==> config.mk <==
export PLATFORM = sky130hd
export DESIGN_NAME = pll_clkctl
export DESIGN_NICKNAME = d
export VERILOG_FILES = /design/src/rtl/pll_clkctl_pkg.sv /design/src/rtl/pll_cfg_hold.sv /design/src/rtl/pll_link_ctl.sv /design/src/rtl/pll_clkctl.sv
export SDC_FILE = /design/constraint.sdc
export NUM_CORES = 1
export LEC_CHECK = 0
export BUFFER_PORTS_ARGS = -buffer_cell sky130_fd_sc_hd__buf_2
export CORE_AREA = 2 2 39 41
export CTS_CLUSTER_DIAMETER = 120
export DETAILED_ROUTE_END_ITERATION = 8
export DIE_AREA = 0 0 41 43
export GPL_TIMING_DRIVEN = 0
export PLACE_DENSITY = 0.79
export SLEW_MARGIN = 20
export SYNTH_ARGS = -nofsm -noshare
export SYNTH_HDL_FRONTEND = slang
export SYNTH_SLANG_ARGS = --single-unit
==> constraint.sdc <==
create_clock -name clk -period 1.28 [get_ports clk]
set_input_delay 0.064 -clock clk [delete_from_list [all_inputs] [get_ports clk]]
set_output_delay 0.064 -clock clk [all_outputs]
set_load 0.05 [all_outputs]
==> src/rtl/pll_clkctl_pkg.sv <==
`timescale 1ns/1ps
package pll_clkctl_pkg;
  localparam int CTL_EN_BIT   = 0;
  localparam int CTL_CONN_BIT = 1;

  typedef struct packed {
    logic lost;
    logic conn;
    logic en;
  } link_st_t;
endpackage

==> src/rtl/pll_cfg_hold.sv <==
`timescale 1ns/1ps
module pll_cfg_hold #(
  parameter int MULT_W = 5,
  parameter int DIV_W  = 2
) (
  input  logic              clk,
  input  logic              rst,
  input  logic              load,
  input  logic              freeze,
  input  logic [MULT_W-1:0] mult_in,
  input  logic [DIV_W-1:0]  div_in,
  output logic [MULT_W-1:0] mult_q,
  output logic [DIV_W-1:0]  div_q
);
  always_ff @(posedge clk) begin
    if (rst) begin
      mult_q <= '0;
      div_q  <= '0;
    end else if (load && !freeze) begin
      mult_q <= mult_in;
      div_q  <= div_in;
    end
  end
endmodule

==> src/rtl/pll_link_ctl.sv <==
`timescale 1ns/1ps
module pll_link_ctl
  import pll_clkctl_pkg::*;
(
  input  logic clk,
  input  logic rst,
  input  logic ctl_wr,
  input  logic en_req,
  input  logic conn_req,
  input  logic lock_in,
  output logic en_q,
  output logic conn_q,
  output logic lost_q,
  output logic lock_q,
  output logic sel
);
  link_st_t cur, nxt;

  assign cur = '{lost: lost_q, conn: conn_q, en: en_q};

  always_comb begin
    nxt = cur;
    if (ctl_wr) begin
      nxt.en = en_req;
      if (!en_req || !conn_req) begin
        nxt.conn = 1'b0;
      end else if (cur.en && lock_in) begin
        nxt.conn = 1'b1;
        nxt.lost = 1'b0;
      end
    end
    // Lock loss while connected wins over any write in the same cycle.
    if (cur.conn && !lock_in) begin
      nxt.conn = 1'b0;
      nxt.lost = 1'b1;
    end
  end

  always_ff @(posedge clk) begin
    if (rst) begin
      en_q   <= 1'b0;
      conn_q <= 1'b0;
      lost_q <= 1'b0;
      lock_q <= 1'b0;
    end else begin
      en_q   <= nxt.en;
      conn_q <= nxt.conn;
      lost_q <= nxt.lost;
      lock_q <= lock_in;
    end
  end

  // Combinational gate with lock so fallback needs no clock edge.
  assign sel = conn_q && lock_in;
endmodule

==> src/rtl/pll_clkctl.sv <==
`timescale 1ns/1ps
module pll_clkctl
  import pll_clkctl_pkg::*;
#(
  parameter  int MULT_W = 5,
  parameter  int DIV_W  = 2,
  localparam int DATA_W = MULT_W + DIV_W,
  localparam int STAT_W = MULT_W + DIV_W + 4
) (
  input  logic              clk,
  input  logic              rst,
  input  logic              wr_en,
  input  logic              wr_addr,
  input  logic [DATA_W-1:0] wr_data,
  input  logic              pll_lock,
  output logic              pll_en_o,
  output logic [MULT_W-1:0] pll_mult_o,
  output logic [DIV_W-1:0]  pll_div_o,
  output logic              clk_sel_o,
  output logic [STAT_W-1:0] status_o
);
  logic cfg_load, ctl_wr;
  logic conn_q, lost_q, lock_q;
  logic unused_ctl_bits;

  assign cfg_load        = wr_en && wr_addr;
  assign ctl_wr          = wr_en && !wr_addr;
  assign unused_ctl_bits = ^wr_data[DATA_W-1:2];

  pll_cfg_hold #(.MULT_W(MULT_W), .DIV_W(DIV_W)) u_cfg (
    .clk     (clk),
    .rst     (rst),
    .load    (cfg_load),
    .freeze  (pll_en_o),
    .mult_in (wr_data[MULT_W-1:0]),
    .div_in  (wr_data[DATA_W-1:MULT_W]),
    .mult_q  (pll_mult_o),
    .div_q   (pll_div_o)
  );

  pll_link_ctl u_link (
    .clk      (clk),
    .rst      (rst),
    .ctl_wr   (ctl_wr),
    .en_req   (wr_data[CTL_EN_BIT]),
    .conn_req (wr_data[CTL_CONN_BIT]),
    .lock_in  (pll_lock),
    .en_q     (pll_en_o),
    .conn_q   (conn_q),
    .lost_q   (lost_q),
    .lock_q   (lock_q),
    .sel      (clk_sel_o)
  );

  assign status_o = {lost_q, pll_mult_o, pll_div_o, lock_q, conn_q, pll_en_o};
endmodule

==> metrics, run 1 <==
status=completed; Filler Cells Inserted=approximately 140; min-delay src=wr_data[2]; Clock Skews=0.001137 ns; met3 usage=1.571%; post-cts sizing count=0; largest family of logic cells by synthesized area=simple AND/OR/NAND/NOR gates; Place WS=0.2625 ns; Worst Max-Slew Pin Slew=around 0.43 ns; area of the multi-input gates=~190 um2; Cells on Worst Hold Path=3; dpl hpwl=between 800 and 900 um; crit-path cells=and2_1 > buf_2; DRC=0; die width=between 40 and 50 um; crit path buf inv count=1; startpoint types=flip-flop; Max stage delay on crit path=around 0.4 ns; io pins=32; VDD IR max=roughly 0.48 mV; Hold EP=u_cfg.mult_q[2]$_SDFFE_PP0P_; routability cong.=roughly 0.74; # placed instances=around 110; Buffers on Ports=31; final global-route overflow total=0; Area Growth Syn to Fin=42.54%; CP Data Required Time=approximately 1.2 ns; share of cells above drive strength 1=between 50 and 60%; Reg2Reg Setup Slack=roughly 0.26 ns; first-pass GRT wire length=1718 um; Die Area=1763 um2; wirelength, routed=1101 um; register area share after synthesis=43.78%; mapped cell area=~500 um2; pin count of the biggest net entering global routing=11; RSZ-0062 raised after global routing=no; YS warnings=0; critical path arrival=roughly 1.1 ns; syn nets=between 70 and 80; DR vias=483; worst min-delay path class=input port to flip-flop; CP max stage cell=dfxtp_1; CP endpoint kind=primary output; core area=1384 um2; Avg Inst Size Synth=around 8.5 um2; simple-gate share of the synthesized area=20.90%; setup violators final=0; Yosys reg bits=11; r2r startpoint=u_link.en_q$_SDFFE_PP0P_; Crit Path Class=flip-flop to primary output; filler-free cell count of the finished design=111; Clock Sink Count=11; crit-path leading delay family=flip-flops; crit path max fanout=4; # rows=14; DRT Pass-1 Iters=4; Distinct cells, synth=16; compound-cell area share of the yosys netlist=14.43%; Die Span Y=between 40 and 50 um; Tmin final=around 1.1 ns; DRT iter0 DRCs=6; initial antenna violation count=0; final worst-path setup slack=0.1652 ns; XOR/XNOR share of the synthesized area=0%; mux contribution to synthesized area=1.990%; Adder-Cell Fraction of Synth Area=0%; Max Cap Viol=0; CTS Buf Count=3; Post-Syn Instances=between 50 and 60; max-slew violations=0; WL/cell=a little under 10 um; Crit Reg-Reg Endpoint=u_cfg.mult_q[4]$_SDFFE_PP0P_; Sum Neg Setup Slack=0 ns; Tcrit/Tclk final=slightly below 90%; H-tree levels=1; static leakage=roughly 0.39 nW; Max Root-Sink Buffers=2; vias in the first global route=a little under 400; grt peak-use layer=met2; worst-skew pair later-pin latency=0.27 ns; P per Cell Area=1122 nW/um2; Worst-path clk slew=approximately 0.070 ns; met2 track demand over resource=around 23%; gr usage total=between 10% and 20%; CTS tree=built; Inserted Diodes=0; Hold Violations, Final=0; Seq. cell area=221.5 um2; Reg2Reg Depth=4; Starting Density=roughly 36%; Clock Tree Root=clkbuf_4; met1 Use GR=18.48%; Max Clk Rate=about 900 MHz; Post-DRT Antenna Nets=0; Nets=between 100 and 150; Max-slew headroom=71.55%; vias per inst=between 4 and 5
-- per-stage QoR --
stage | hold slack [ns] | util, % | power (mW) | cell area, um2
finish | 0.02491 | 51.81 | 0.8046 | 716.9
global route | 0.03786 | 51.81 | 0.8380 | 716.9
global placement | 0.2532 | 49.10 | 0.5683 | 679.4
floorplan | 0.1400 | - | 0.5202 | 504.2
CTS | 0.02377 | 51.81 | 0.8092 | 716.9
detailed placement | 0.2690 | 49.10 | 0.5737 | 679.4
-- flip-flops by register name (all words and copies together) (netlist names) --
register       flops
u_link.conn_q      1
u_link.en_q        1
u_cfg.div_q        2
u_cfg.mult_q       5
u_link.lock_q      1
u_link.lost_q      1
-- layer usage --
metal / wire length (um) / share of wire, % / vias up
li1: - / - / 254
met1: 423 / 38 / 202
met2: 566 / 51 / 23
met3: 82 / 7.4 / 4
met4: 28 / 2.5 / 0
met5: 0 / 0 / -
-- how the worst max path moves through the flow --
stage	startpoint	to	slack [ns]	cells past startpoint
after floorplan	u_link.en_q$_SDFFE_PP0P_	u_cfg.div_q[0]$_SDFFE_PP0P_	0.15	4
after global placement	u_link.en_q$_SDFFE_PP0P_	u_cfg.mult_q[1]$_SDFFE_PP0P_	0.30	4
after detailed placement	u_link.en_q$_SDFFE_PP0P_	u_cfg.mult_q[4]$_SDFFE_PP0P_	0.26	4
after CTS	u_link.conn_q$_SDFFE_PP0P_	clk_sel_o	0.16	2
after global routing	u_link.conn_q$_SDFFE_PP0P_	clk_sel_o	0.11	2
final	u_link.conn_q$_SDFFE_PP0P_	clk_sel_o	0.17	2
-- worst register-to-register path, cell delays in order, from the launching register on --
cell and delay, ns:
dfxtp_2 0.35, and3b_2 0.22, buf_2 0.16, nand2_1 0.07
a21oi_1 0.14
-- power by group --
part,internal [mW],leakage [nW],switching [mW]
sequential,0.356,0.0902,0.00996
combinational,0.0629,0.280,0.137
clock,0.116,0.0177,0.122
-- kinds of logic after synthesis --
group | Yosys count
and+or+nand+nor | 22
AOI/OAI and AO/OA | 11
DFF | 11
buffers and inverters | 14
muxes | 1
-- synthesized netlist by cell type --
| cell | n | area [um2] |
|---|---|---|
| nor2_1 | 3 | 11.26 |
| mux2i_1 | 1 | 10.01 |
| inv_1 | 1 | 3.750 |
| nand3b_1 | 1 | 7.510 |
| buf_4 | 11 | 82.58 |
| dfxtp_1 | 11 | 220.2 |
| buf_2 | 1 | 5.000 |
| and2_1 | 1 | 6.260 |
| nor2b_4 | 1 | 13.76 |
| clkbuf_1 | 1 | 3.750 |
| nand2_1 | 15 | 56.30 |
| and3b_2 | 1 | 10.01 |
| a2111oi_2 | 1 | 15.01 |
| a21oi_1 | 8 | 40.04 |
| a21oi_2 | 1 | 8.760 |
| a311oi_1 | 1 | 8.760 |
-- cell usage in the layout, fill, tap and decap left out --
cell type | netlist | final
buf_2 | 1 | 32
buf_4 | 11 | 11
nand3b_1 | 1 | 1
and3b_2 | 1 | 1
nor2_1 | 3 | 3
clkinv_2 | 0 | 1
nor2b_4 | 1 | 1
clkbuf_4 | 0 | 3
a311oi_1 | 1 | 1
inv_1 | 1 | 1
dfxtp_2 | 0 | 1
dfxtp_1 | 11 | 10
a2111oi_2 | 1 | 1
a21oi_1 | 8 | 8
dlygate4sd3_1 | 0 | 1
nand2_1 | 15 | 15
clkbuf_1 | 1 | 1
and2_1 | 1 | 1
mux2i_1 | 1 | 1
a21oi_2 | 1 | 1
-- layout make-up --
cell class | count | share of cell area [%]
buffer | 13 | 12.74
tap | 16 | 2.792
inverter | 1 | 0.5236
timing repair buffer | 32 | 23.04
clock inverter | 1 | 0.6981
multi-input combinational | 34 | 26.18
clock buffer | 3 | 3.141
sequential | 11 | 30.89
-- repair_timing --
action / CTS / global route
hold buffers: 1 / 0
hold endpoints to repair: 1 / 0
setup buffers: 0 / 0
Note: power is estimated with default switching activity, not from simulation.
==> run 2, diff against run 1 <==
- CORE_AREA: 2 2 39 41 -> 8 8 45 47
- DIE_AREA: 0 0 41 43 -> 0 0 53 55
==> run 2 against run 1 <==
  * Flip-flop and latch count is the same
  * Sequential share of layout area grew 0.054 points
  * Register-to-register slack is essentially flat
  * Hold slack gained 0.0092 ns
  * Final area shrank 0.17%
  * Clock-buffer cell count grew 1
  * Worst setup slack gained 0.017 ns
  * Largest cell class unchanged
  * Highest routed layer unchanged
==> metrics, run 2 (same netlist as run 1, synthesis figures left out) <==
die width=53 um (+29%); VDD IR max=0.6455 mV (+35%); Reg2Reg Depth=4 (unchanged); min-delay src=wr_data[4]; core area=1384 um2 (unchanged); Inserted Diodes=0 (unchanged); Nets=108 (unchanged); filler-free cell count of the finished design=111 (unchanged); DRC=0 (unchanged); Clock Skews=0.001525 ns (+0.0003880 ns); P per Cell Area=1112 nW/um2 (-0.91%); H-tree levels=1 (unchanged); # placed instances=106 (unchanged); DRT iter0 DRCs=3 (-3); Biggest register=u_cfg.mult_q; crit-path cells=and2_1 > buf_2; startpoint types=flip-flop; CTS Buf Count=3 (unchanged); worst min-delay path class=input port to flip-flop; r2r startpoint=u_link.en_q$_SDFFE_PP0P_; Clock Tree Root=clkbuf_4; setup violators final=0 (unchanged); crit path max fanout=4 (unchanged); static leakage=0.3851 nW (-0.70%); Max-slew headroom=71.91% (+0.36 points); Crit Reg-Reg Endpoint=u_cfg.mult_q[3]$_SDFFE_PP0P_; pin count of the biggest net entering global routing=11 (unchanged); Starting Density=36.35% (unchanged); most frequent cells in the layout=buf_2, nand2_1, buf_4; Worst Max-Slew Pin Slew=0.4214 ns (-0.005356 ns); DRT Pass-1 Iters=4 (unchanged); Area Growth Syn to Fin=42.29%; Reg2Reg Setup Slack=0.27 ns (about the same); initial antenna violation count=0 (unchanged); routability cong.=0.7088 (-4.1%); critical path arrival=1.03 ns (-0.02 ns); final global-route overflow total=0 (unchanged); Max stage delay on crit path=0.38 ns (about the same); Die Area=2915 um2 (+65%); Crit Path Class=flip-flop to primary output; CP endpoint kind=primary output; Buffers on Ports=31 (unchanged); gr usage total=8.274% (-6.5 points); dpl hpwl=977.6 um (+9.4%); wirelength, routed=1238 um (+12%); most common cell after layout, fill and taps aside=buf_2; Max Root-Sink Buffers=2 (unchanged); max-slew violations=0 (unchanged); Worst-path clk slew=0.07 ns (about the same); vias per inst=4.441 (+2.1%); Max Cap Viol=0 (unchanged); vias in the first global route=430 (+8.9%); Post-DRT Antenna Nets=0 (unchanged); Sum Neg Setup Slack=0 ns (unchanged); Setup Fix Bufs, Post-CTS=0 (unchanged); # rows=14 (unchanged); Tmin final=1.098 ns (-0.01718 ns); Tcrit/Tclk final=85.75% (-1.3 points); status=completed; Hold Violations, Final=0 (unchanged); Largest register FFs=5 (unchanged); Die Span Y=55 um (+28%); CP max stage cell=dfxtp_1; WL/cell=11.15 um (+12%); Cells on Worst Hold Path=3 (unchanged); share of cells above drive strength 1=53.68% (-1.1 points); Final Util=51.72% (-0.090 points); Max Clk Rate=911.0 MHz (+1.6%); Hold EP=u_cfg.mult_q[4]$_SDFFE_PP0P_; worst-skew pair later-pin latency=0.26 ns (about the same); CTS tree=built; biggest regs=u_cfg.mult_q x5, u_cfg.div_q x2; Clock Sink Count=11 (unchanged); DR vias=493 (+2.1%); io pins=32 (unchanged); CP Data Required Time=1.22 ns (about the same); RSZ-0062 raised after global routing=no; Final Power=0.7959 mW (-1.1%); first-pass GRT wire length=1849 um (+7.6%)
## run 2: cell types whose count changed in the layout (fill, tap and decap cells not counted), sizes merged
cell | before | now
clkbuf | 4 | 5
clkinv | 1 | 0
## run 2: how the worst max path moves through the flow
| stage | start | end | depth (start not counted) |
|---|---|---|---|
| after floorplan | u_link.en_q$_SDFFE_PP0P_ | u_cfg.div_q[0]$_SDFFE_PP0P_ | 4 |
| after global placement | u_link.en_q$_SDFFE_PP0P_ | u_cfg.div_q[1]$_SDFFE_PP0P_ | 4 |
| after detailed placement | u_link.en_q$_SDFFE_PP0P_ | u_cfg.mult_q[2]$_SDFFE_PP0P_ | 4 |
| after CTS | u_link.conn_q$_SDFFE_PP0P_ | clk_sel_o | 2 |
| after global routing | u_link.conn_q$_SDFFE_PP0P_ | clk_sel_o | 2 |
| final | u_link.conn_q$_SDFFE_PP0P_ | clk_sel_o | 2 |
## run 2: report_power, final
group / total, mW / internal [mW] / leakage (nW) / switching (mW)
sequential: 0.366 / 0.356 / 0.0902 / 0.00985
clock: 0.229 / 0.120 / 0.0150 / 0.109
combinational: 0.201 / 0.0629 / 0.280 / 0.138
total: 0.796 / 0.540 / 0.385 / 0.256
## run 2: what timing repair did
action | CTS | global route
endpoints found under the hold margin | 1 | 0
hold buffers | 1 | 0
resized for setup | 0 | 0
## run 2: critical path, delay by kind of cell, from the launching register on
kind,cells,cell delay (ns)
flops,1,0.38
buf+inv,1,0.25
simple gates,1,0.14
## run 2: area by class of cell
class / instances / area [um2]
flip-flops and latches: 11 / 221.5
repair buffers: 32 / 165.2
multi-input cells: 34 / 187.7
inverters: 1 / 3.754
well taps: 16 / 20.02
clock buffers: 4 / 26.28
plain buffers: 13 / 91.34
fillers: 147 / 668.1
## run 2: metrics by stage
stage / hold slack, ns / instance area, um2 / setup slack [ns]
2_1_floorplan: 0.1400 / 504.2 / 0.1525
3_3_place_gp: 0.2539 / 679.4 / 0.2953
3_5_place_dp: 0.2571 / 679.4 / 0.2803
4_1_cts: 0.03377 / 715.7 / 0.1700
5_1_grt: 0.03692 / 715.7 / 0.1253
6_report: 0.03410 / 715.7 / 0.1824
## run 2: metal layers
| metal | track usage (%) | share of wire, % | vias to the layer above |
|---|---|---|---|
| met4 | 5.172 | 0.97 | 0 |
| met5 | 0 | 0 | - |
| li1 | - | - | 253 |
| met2 | 14.84 | 53 | 16 |
| met1 | 8.882 | 39 | 222 |
| met3 | 1.337 | 6.9 | 2 |
==> run 3, diff against run 2 <==
- CORE_AREA: 8 8 45 47 -> 2 2 39 41
- DIE_AREA: 0 0 53 55 -> 0 0 41 43
- SETUP_SLACK_MARGIN: default -> 0.2
==> run 3 against run 2 <==
  * Clock power about the same
  * Largest cell class unchanged
  * Sequential share of layout area down 0.44 points
  * Hold slack better by 0.0046 ns
  * Clock skew down 0.00055 ns
  * Via count up 1.6%
==> metrics, run 3 (same netlist as run 1, synthesis figures left out) <==
status=completed; first-pass GRT wire length=1490 um (-19%); crit-path cells=buf_4 > buf_2; Reg2Reg Depth=4 (unchanged); gr usage total=12.73% (+4.5 points); Hold WS=0.03865 ns (+0.004551 ns); initial antenna violation count=0 (unchanged); Buffers on Ports=31 (unchanged); worst-skew pair later-pin latency=0.26 ns (about the same); vias in the first global route=367 (-15%); # rows=14 (unchanged); DRT Pass-1 Iters=2 (-2); CP Data Required Time=1.22 ns (about the same); Filler Cells Inserted=144 (-2.0%); max-slew violations=0 (unchanged); Die Area=1763 um2 (-40%); Tmin final=1.020 ns (-0.07801 ns); Nets=109 (+0.93%); Worst Max-Slew Pin Slew=0.2526 ns (-0.1687 ns); P per Cell Area=1082 nW/um2 (-2.7%); WL/cell=9.205 um (-17%); setup violators final=0 (unchanged); crit path max fanout=3 (-1); CP max stage cell=dfxtp_1; critical path arrival=0.96 ns (-0.07 ns); Final Util=53.35% (+1.6 points); Final Power=0.7985 mW (+0.33%); Biggest register=u_cfg.mult_q; Inserted Diodes=0 (unchanged); worst min-delay path class=input port to flip-flop; Starting Density=36.35% (unchanged); most frequent cells in the layout=buf_2, nand2_1, buf_4; Clock Tree Root=clkbuf_4; Area Growth Syn to Fin=46.77%; area of the multi-input gates=187.7 um2 (unchanged); RSZ-0062 raised after global routing=no; DRT iter0 DRCs=6 (+3); CP startpoint=u_cfg.div_q[1]$_SDFFE_PP0P_; min-delay src=wr_data[4]; H-tree levels=1 (unchanged); Tcrit/Tclk final=79.66% (-6.1 points); Max-slew headroom=83.27% (+11 points); CTS Buf Count=3 (unchanged); Max Cap Viol=0 (unchanged); routability cong.=0.6536 (-7.8%); pin count of the biggest net entering global routing=11 (unchanged); startpoint types=flip-flop; Sum Neg Setup Slack=0 ns (unchanged); Max Root-Sink Buffers=2 (unchanged); biggest regs=u_cfg.mult_q x5, u_cfg.div_q x2; Crit Reg-Reg Endpoint=u_cfg.div_q[1]$_SDFFE_PP0P_; Reg2Reg Setup Slack=0.28 ns (about the same); Clock Sink Count=11 (unchanged); wirelength, routed=1031 um (-17%); core area=1384 um2 (unchanged); Post-DRT Antenna Nets=0 (unchanged); r2r startpoint=u_link.en_q$_SDFFE_PP0P_; Seq. cell area=225.2 um2 (+1.7%); crit-path leading delay family=flip-flops; final global-route overflow total=0 (unchanged); Die Span Y=43 um (-22%); most common cell after layout, fill and taps aside=buf_2; Largest register FFs=5 (unchanged); io pins=32 (unchanged); Crit Path Class=flip-flop to primary output; vias per inst=4.473 (+0.72%); CP endpoint kind=primary output; share of cells above drive strength 1=56.25% (+2.6 points); Max Clk Rate=980.7 MHz (+7.7%); dpl hpwl=809.9 um (-17%); Cells on Worst Hold Path=3 (unchanged); DR vias=501 (+1.6%); die width=41 um (-23%); Hold EP=u_cfg.mult_q[4]$_SDFFE_PP0P_; crit path buf inv count=2 (+1); VDD IR max=0.7872 mV (+22%); static leakage=0.3916 nW (+1.7%); Hold Violations, Final=0 (unchanged); CTS tree=built; Clock Skews=0.0009724 ns (-0.0005530 ns); Worst-path clk slew=0.07 ns (about the same); Max stage delay on crit path=0.35 ns (-0.03 ns); DRC=0 (unchanged)
## run 3: worst max-delay path by stage
| stage | to | slack, ns | cells after the start |
|---|---|---|---|
| global route | u_cfg.div_q[1]$_SDFFE_PP0P_ | 0.20 | 4 |
| finish | status_o[4] | 0.26 | 2 |
| floorplan | u_cfg.div_q[0]$_SDFFE_PP0P_ | 0.24 | 4 |
| CTS | u_link.lost_q$_SDFFE_PP0P_ | 0.21 | 4 |
| global placement | u_cfg.mult_q[0]$_SDFFE_PP0P_ | 0.31 | 3 |
| detailed placement | u_cfg.div_q[1]$_SDFFE_PP0P_ | 0.26 | 3 |
## run 3: per-layer routing
| metal | up-vias | share of wire (%) | track usage (%) |
|---|---|---|---|
| met5 | - | 0 | 0 |
| met4 | 0 | 0.78 | 6.000 |
| met3 | 2 | 4.8 | 4.712 |
| met2 | 14 | 54 | 19.38 |
| met1 | 228 | 40 | 15.08 |
| li1 | 257 | - | - |
## run 3: through the flow
step / instance area [um2] / setup WS, ns / instances
3_5_place_dp: 681.9 / 0.2559 / 106
3_3_place_gp: 681.9 / 0.3084 / 106
2_1_floorplan: 506.7 / 0.2404 / 59
5_1_grt: 738.2 / 0.2000 / 112
6_report: 738.2 / 0.2604 / 112
4_1_cts: 720.7 / 0.2057 / 111
## run 3: worst reg2reg max path: stages, from the launching register on
cell     delay, ns
dfxtp_4       0.37
and3b_2       0.22
buf_2         0.16
nand2_1       0.07
a21oi_1       0.13
## run 3: cell type report
| cell class | instances | area share (%) |
|---|---|---|
| Buffer | 13 | 12.54 |
| Clock buffer | 4 | 3.559 |
| Inverter | 1 | 0.5085 |
| Multi-Input combinational cell | 34 | 25.42 |
| Sequential cell | 11 | 30.51 |
| Tap cell | 16 | 2.712 |
| Timing Repair Buffer | 33 | 24.75 |
## run 3: timing repair
action	CTS	global route
gates resized for setup	1	6
hold buffers	1	0
buffers inserted	0	1
setup endpoints to repair	1	12
endpoints found under the hold margin	1	0
## run 3: power by group
group | total [mW] | switching, mW | internal [mW]
logic | 0.204 | 0.137 | 0.0671
clock network | 0.230 | 0.110 | 0.120
registers | 0.365 | 0.00990 | 0.355
